### src/rtl/opgrp_pkg.sv
`timescale 1ns/1ps
package opgrp_pkg;
   localparam int OP_W   = 32;
   localparam int PRED_W = 4;
   localparam int OPC_W  = 9;
   localparam int REG_W  = 6;
   localparam int CLS_W  = 3;
   localparam int NCLS   = 4;

   localparam logic [CLS_W-1:0] UC_SIMPLE  = 3'd0;
   localparam logic [CLS_W-1:0] UC_CPLX    = 3'd1;
   localparam logic [CLS_W-1:0] UC_LDST    = 3'd2;
   localparam logic [CLS_W-1:0] UC_BRANCH  = 3'd3;
   localparam logic [CLS_W-1:0] UC_ILLEGAL = 3'd4;

   // decoded operation without its stop flag; packing order follows the word
   typedef struct packed {
      logic [PRED_W-1:0] pred;
      logic [OPC_W-1:0]  opc;
      logic [REG_W-1:0]  dst;
      logic [REG_W-1:0]  src1;
      logic [REG_W-1:0]  src2;
   } op_t;
endpackage

### src/rtl/opgrp_decode.sv
`timescale 1ns/1ps
module opgrp_decode
   import opgrp_pkg::*;
(
   input  logic [OP_W-1:0]  word,
   output op_t              op,
   output logic             stop,
   output logic [CLS_W-1:0] cls
);
   logic [2:0] cls_code;

   always_comb begin
      stop     = word[OP_W-1];
      op       = op_t'(word[OP_W-2:0]);
      cls_code = op.opc[OPC_W-1 -: 3];
      unique case (cls_code)
         3'b000, 3'b001: cls = UC_SIMPLE;
         3'b010:         cls = UC_CPLX;
         3'b011:         cls = UC_LDST;
         3'b100:         cls = UC_BRANCH;
         default:        cls = UC_ILLEGAL;
      endcase
   end
endmodule

### src/rtl/opgrp_class_alloc.sv
`timescale 1ns/1ps
module opgrp_class_alloc #(
   parameter int NC   = 2,
   parameter int CNTW = 3
) (
   input  logic            clk,
   input  logic            rst,
   input  logic            take,
   input  logic            clr,
   output logic [CNTW-1:0] cnt,
   output logic            full
);
   always_ff @(posedge clk) begin
      if (rst || clr) cnt <= '0;
      else if (take)  cnt <= cnt + 1'b1;
   end

   assign full = (cnt == CNTW'(NC));

   // a class never holds more operations than it has slots
   a_r6_cnt_bound: assert property (@(posedge clk) disable iff (rst)
      cnt <= CNTW'(NC));
   a_r6_no_take_full: assert property (@(posedge clk) disable iff (rst)
      take |-> !full);
endmodule

### src/rtl/opgrp_slot_bank.sv
`timescale 1ns/1ps
module opgrp_slot_bank
   import opgrp_pkg::*;
#(
   parameter int NSLOT = 6,
   parameter int IDXW  = 3
) (
   input  logic             clk,
   input  logic             rst,
   input  logic             wr_en,
   input  logic [IDXW-1:0]  wr_idx,
   input  op_t              wr_op,
   input  logic             close,
   output logic             issue,
   output logic [NSLOT-1:0] out_vld,
   output op_t              out_op [NSLOT]
);
   always_ff @(posedge clk) begin
      if (rst) issue <= 1'b0;
      else     issue <= close;
   end

   for (genvar i = 0; i < NSLOT; i++) begin : g_slot
      logic pv;
      logic ov;
      op_t  po;
      op_t  oo;
      logic hit;

      assign hit = wr_en && (wr_idx == IDXW'(i));

      always_ff @(posedge clk) begin
         if (rst) begin
            pv <= 1'b0;
            ov <= 1'b0;
         end else begin
            ov <= close && (pv || hit);
            pv <= close ? 1'b0 : (pv || hit);
         end
      end

      always_ff @(posedge clk) begin
         if (hit)   po <= wr_op;
         if (close) oo <= hit ? wr_op : po;
      end

      assign out_vld[i] = ov;
      assign out_op[i]  = oo;

      // an occupied slot is never written again within a group
      a_r3_no_overwrite: assert property (@(posedge clk) disable iff (rst)
         hit |-> !pv);
   end

   // slot valid only accompanies the issue strobe
   a_r5_vld_with_issue: assert property (@(posedge clk) disable iff (rst)
      (|out_vld) |-> issue);
endmodule

### src/rtl/opgrp_dispatch.sv
`timescale 1ns/1ps
module opgrp_dispatch
   import opgrp_pkg::*;
#(
   parameter int N_SIMPLE = 2,
   parameter int N_CPLX   = 1,
   parameter int N_LDST   = 2,
   parameter int N_BRANCH = 1,
   localparam int NSLOT   = N_SIMPLE + N_CPLX + N_LDST + N_BRANCH
) (
   input  logic                    clk,
   input  logic                    rst,
   input  logic                    in_valid,
   output logic                    in_ready,
   input  logic [OP_W-1:0]         in_word,
   output logic                    issue,
   output logic                    err_illegal,
   output logic [NSLOT-1:0]        slot_vld,
   output logic [NSLOT*PRED_W-1:0] slot_pred,
   output logic [NSLOT*OPC_W-1:0]  slot_opc,
   output logic [NSLOT*REG_W-1:0]  slot_dst,
   output logic [NSLOT*REG_W-1:0]  slot_src1,
   output logic [NSLOT*REG_W-1:0]  slot_src2
);
   localparam int CNTW = 3;
   localparam int IDXW = $clog2(NSLOT + 1);

   function automatic int cls_n(input int c);
      case (c)
         0:       return N_SIMPLE;
         1:       return N_CPLX;
         2:       return N_LDST;
         default: return N_BRANCH;
      endcase
   endfunction

   function automatic int cls_base(input int c);
      int s;
      s = 0;
      for (int k = 0; k < c; k++) s += cls_n(k);
      return s;
   endfunction

   if (N_SIMPLE < 1 || N_CPLX < 1 || N_LDST < 1 || N_BRANCH < 1 ||
       N_SIMPLE > 7 || N_CPLX > 7 || N_LDST > 7 || N_BRANCH > 7) begin : g_bad_mix
      $error("opgrp_dispatch: each class needs 1 to 7 slots");
   end

   op_t                        dec_op;
   logic                       dec_stop;
   logic [CLS_W-1:0]           dec_cls;
   logic                       legal;
   logic                       cls_full;
   logic                       acc;
   logic                       wr_en;
   logic                       close;
   logic [IDXW-1:0]            wr_idx;
   logic [NCLS-1:0][CNTW-1:0]  cnt_v;
   logic [NCLS-1:0]            full_v;
   logic [NCLS-1:0][IDXW-1:0]  base_v;
   op_t                        out_op [NSLOT];

   opgrp_decode u_dec (
      .word (in_word),
      .op   (dec_op),
      .stop (dec_stop),
      .cls  (dec_cls)
   );

   for (genvar c = 0; c < NCLS; c++) begin : g_cls
      localparam int NC = cls_n(c);
      opgrp_class_alloc #(.NC(NC), .CNTW(CNTW)) u_alloc (
         .clk  (clk),
         .rst  (rst),
         .take (wr_en && (dec_cls == CLS_W'(c))),
         .clr  (close),
         .cnt  (cnt_v[c]),
         .full (full_v[c])
      );
      assign base_v[c] = IDXW'(cls_base(c));
   end

   assign legal    = (dec_cls != UC_ILLEGAL);
   assign cls_full = legal && full_v[dec_cls[1:0]];
   assign in_ready = !(in_valid && cls_full);
   assign acc      = in_valid && in_ready;
   assign wr_en    = acc && legal;
   assign wr_idx   = base_v[dec_cls[1:0]] + IDXW'(cnt_v[dec_cls[1:0]]);
   assign close    = (in_valid && cls_full) || (acc && dec_stop);

   opgrp_slot_bank #(.NSLOT(NSLOT), .IDXW(IDXW)) u_bank (
      .clk     (clk),
      .rst     (rst),
      .wr_en   (wr_en),
      .wr_idx  (wr_idx),
      .wr_op   (dec_op),
      .close   (close),
      .issue   (issue),
      .out_vld (slot_vld),
      .out_op  (out_op)
   );

   always_ff @(posedge clk) begin
      if (rst) err_illegal <= 1'b0;
      else     err_illegal <= acc && !legal;
   end

   for (genvar i = 0; i < NSLOT; i++) begin : g_flat
      assign slot_pred[i*PRED_W +: PRED_W] = out_op[i].pred;
      assign slot_opc[i*OPC_W +: OPC_W]    = out_op[i].opc;
      assign slot_dst[i*REG_W +: REG_W]    = out_op[i].dst;
      assign slot_src1[i*REG_W +: REG_W]   = out_op[i].src1;
      assign slot_src2[i*REG_W +: REG_W]   = out_op[i].src2;
   end

   // a refused word forces a split issue in the next cycle
   a_r6_split_issue: assert property (@(posedge clk) disable iff (rst)
      (in_valid && !in_ready) |=> issue);
   // an accepted stop word is followed by the issue strobe
   a_r4_stop_issue: assert property (@(posedge clk) disable iff (rst)
      (in_valid && in_ready && in_word[OP_W-1]) |=> issue);
   // the error flag only follows an accepted word
   a_r7_err_cause: assert property (@(posedge clk) disable iff (rst)
      err_illegal |-> $past(in_valid && in_ready));
   // an illegal word is never refused
   a_r7_illegal_ready: assert property (@(posedge clk) disable iff (rst)
      (in_valid && !legal) |-> in_ready);
endmodule

### config.mk
export PLATFORM = sky130hd
export DESIGN_NAME = opgrp_dispatch
export DESIGN_NICKNAME = d
export VERILOG_FILES = /design/src/rtl/opgrp_pkg.sv /design/src/rtl/opgrp_decode.sv /design/src/rtl/opgrp_class_alloc.sv /design/src/rtl/opgrp_slot_bank.sv /design/src/rtl/opgrp_dispatch.sv
export SDC_FILE = /design/constraint.sdc
export NUM_CORES = 1
export LEC_CHECK = 0
export BUFFER_PORTS_ARGS = -buffer_cell sky130_fd_sc_hd__buf_2
export CAP_MARGIN = 20
export CELL_PAD_IN_SITES_DETAIL_PLACEMENT = 0
export CELL_PAD_IN_SITES_GLOBAL_PLACEMENT = 1
export CORE_UTILIZATION = 45
export CTS_BUF_LIST = sky130_fd_sc_hd__clkbuf_16
export DETAILED_ROUTE_END_ITERATION = 8
export MAX_ROUTING_LAYER = met4
export PLACE_DENSITY = 0.81
export SYNTH_ARGS = -nofsm -noshare
export SYNTH_HDL_FRONTEND = slang
export SYNTH_SLANG_ARGS = --single-unit
### constraint.sdc
create_clock -name clk -period 9.35 [get_ports clk]
set_input_delay 0.4675 -clock clk [delete_from_list [all_inputs] [get_ports clk]]
set_output_delay 0.4675 -clock clk [all_outputs]
set_load 0.05 [all_outputs]
==> impl_metrics.csv <==
group,metric,value,unit
placed_design,place_congestion,0.790,
yosys,synth_compound_gate_area_share,1.85,%
timing,worstMarginPinSlew,1040,ps
yosys,ys_seq_area_share,73.8,%
critical_path,crit_required,9610,ps
yosys,synth_top_family_by_area,"multiplexers",
placed_design,io_buffer_count,229,
critical_path,path_max_fanout,17,
critical_path,startpoint_type,"flop",
outcome,status,"complete, no violations",
timing,fin_worst_skew,22.7,ps
yosys,synthXorXnorAreaFrac,0.526,%
drt,drt_first_iter_violations,415,
layout,stdcell_count,1409,
layout,fillerInstances,2329,
drt,ant_nets,0,
cts,clk_path_buf_depth,3,
yosys,netlist_area,13300,sq um
critical_path,worstReg2RegEnd,"u_bank.out_op[159]",
timing,holdWs,199,ps
yosys,synthTopCellsByArea,"edfxtp_1 (42%), dfxtp_1 (32%), mux2_2 (11%)",
floorplanning,fp.coreArea,28900,sq um
pwr,cellPowerDensity,300,nW/um^2
cts,cts_setup_buffers,0,
timing,setup_viol,0,
yosys,syn_inst,743,
placed_design,dp.cells,1333,
global_route,grt_max_degree,73,
timing,hold_violations,0,
floorplanning,die-area,30300,sq um
floorplanning,die_width,174,um
critical_path,worstSetupPathType,"flop to flop",
critical_path,critPathArrivalTime,4480,ps
drt,routedWlPerCell,18.2,um
placed_design,placed_area,14800,sq um
floorplanning,initial_core_util,46.0,%
drt,postRouteWirelength,25600,um
yosys,ys_types,50,
cts,clockRootBuffer,"clkbuf_16",
cts,htree_levels,2,
pwr,ir_worst_vdd,0.165,mV
worst_hold_path,hold_end,"g_cls[0].u_alloc.cnt[2]",
worst_hold_path,hold_start,"rst",
yosys,yosysTopAreaCell,"edfxtp_1",
drt,drc,0,
yosys,syn_nets,788,
floorplanning,die_h,174,um
layout,area_growth_syn_to_layout,20.0,%
pwr,total_power,0.00479,W
layout,diodes,0,
critical_path,r2r_slack,5130,ps
critical_path,cp-end-kind,"flop",
layout,drive_gt1_share,47.8,%
placed_design,hpwl,16400,um
timing,maxSlewHeadroom,30.3,%
timing,fin_crit,4220,ps
cts,clock_latency,520,ps
yosys,synth_edf_count,186,
global_route,overflow,0,
cts,holdBufCountCts,0,
yosys,ys_ff_latch,398,
drt,vias,6753,
worst_hold_path,hp-class,"primary input to flop",
yosys,synth_ff_type,"dfxtp_1",
global_route,grt_pass1_vias,6968,
cts,cts_buffers,41,
yosys,synthMuxAreaShare,17.7,%
yosys,async_flop_share,0,%
drt,viasPerCell,4.79,
global_route,antenna_found_initial,0,
pwr,power.leakage,6.60,nW
timing,slew_viol_final,0,
yosys,yosysTopAreaCellShare,41.9,%
floorplanning,ios,230,
critical_path,rr_worst_depth,14,
yosys,synthSimpleGateAreaFrac,2.54,%
floorplanning,core.rowCount,62,
yosys,synth-warning-count,0,
cts,cts_resized,0,
layout,nets,1038,
run,maxCapViolCount,0,
cts,path_clk_slew,60,ps
critical_path,r2r-start,"g_cls[1].u_alloc.cnt[0]",
global_route,gr-usage-all-layers,17.5,%
layout,multi_input_area,3170,sq um
timing,finalCritPeriodShare,45.1,%
layout,regArea,9830,sq um
global_route,grt_pass1_wl,39600,um
timing,setup-tns-final,0,ps
layout,final_area,16000,sq um
timing,rsz0062_at_grt,"no",
timing,fmaxAchievable,237,MHz
drt,drt-pass1-iter-count,4,
worst_hold_path,whs_path_depth,2,
cts,cts_sinks,398,
cts,cts_tree,"done",
yosys,synthAdderAreaFrac,0.995,%
yosys,postSynthAreaPerCell,17.9,sq um
[stage by stage]
step           worst slack [ps]  utilization [%]
2_1_floorplan              3000                -
3_3_place_gp               4610             51.0
3_5_place_dp               4550             51.0
4_1_cts                    5000             55.2
5_1_grt                    4760             55.3
6_report                   5130             55.3
[synth_stat cells, types with 6 or more instances]
master and count:
buf_2 6, mux2_2 127, buf_4 13, nand2_1 9
mux2i_1 6, a21oi_1 10, ha_1 9, dfxtp_1 212
o21a_1 8, edfxtp_1 186, inv_1 13, nor2_1 17
mux2_4 56
[cells in the final DEF (no fill, tap or decap), types with 2 or more instances in the layout]
cell	instances
buf_2	229
dfxtp_1	212
edfxtp_1	186
mux2_2	127
mux2_4	56
clkbuf_16	43
inv_1	30
nor2_1	17
a21oi_1	10
buf_4	10
nand2_1	9
ha_1	9
o21a_1	8
mux2i_1	6
o21ai_0	5
xor2_1	5
clkinv_2	5
clkinv_1	5
nand3_1	4
mux2_1	3
xnor2_1	3
clkinvlp_4	3
and4_1	2
nand2b_1	2
and3_1	2
nor4_4	2
or3_2	2
nor3_4	2
nor3b_1	2
a21boi_0	2
[routing by layer]
layer	wire length, um	global-route usage [%]	vias to the layer above
li1	-	-	3197
met1	11400	22.0	3339
met2	12200	28.1	182
met3	1570	4.37	35
met4	461	4.75	0
met5	0	-	-
[state kept, by name (all words and copies together), names as in the netlist]
name,cells
err_illegal,1
u_bank.g_slot.ov,6
u_bank.g_slot.pv,6
u_bank.g_slot.po,186
g_cls.u_alloc.cnt,12
u_bank.out_op,186
u_bank.issue,1
[critical path: stages, from the launching register on]
cell     delay, ps
dfxtp_1        420
mux2i_1         90
o21ai_0        150
nand2_1         70
o21ai_0         80
ha_1           160
inv_1           50
fa_1           440
and4_1         240
a31oi_1        140
o31a_1         170
nand2_1        240
nor3_4         910
buf_4          420
mux2_2         390
[cells by family (layout without fill, tap and decap cells)]
kind of cell,count (synthesis),count (layout)
xor gates and xnor gates,8,8
adders and majority gates,10,10
AOI/OAI and AO/OA,35,35
and+or+nand+nor,53,53
DFF,398,398
muxes,192,192
buffers and inverters,47,329
[power by group]
part	switching [W]	internal (W)	leakage [nW]
clock network	0.000629	0.000831	0.659
registers	0.0000972	0.00231	3.55
logic	0.000602	0.000327	2.39
total	0.00133	0.00346	6.60
[area by class of cell]
type                            instances  share of cell area [%]
Sequential cell                       398                    61.5
Multi-Input combinational cell        298                    19.8
Timing Repair Buffer                  240                    7.70
Clock buffer                           43                    6.73
Tap cell                              384                    3.00
Clock inverter                         32                   0.970
Inverter                               14                   0.329
[worst max path at each step]
| stage | startpoint | depth (start not counted) | endpoint |
|---|---|---|---|
| final | g_cls[1].u_alloc.cnt[0] | 14 | u_bank.out_op[159] |
| after global routing | g_cls[1].u_alloc.cnt[0] | 14 | u_bank.out_op[160] |
| after CTS | g_cls[1].u_alloc.cnt[0] | 14 | u_bank.out_op[101] |
| after detailed placement | in_word[26] | 14 | u_bank.out_op[97] |
| after global placement | in_word[26] | 14 | u_bank.out_op[104] |
| after floorplan | in_word[25] | 7 | u_bank.out_op[0] |
Power figures use the tool's default switching activity.
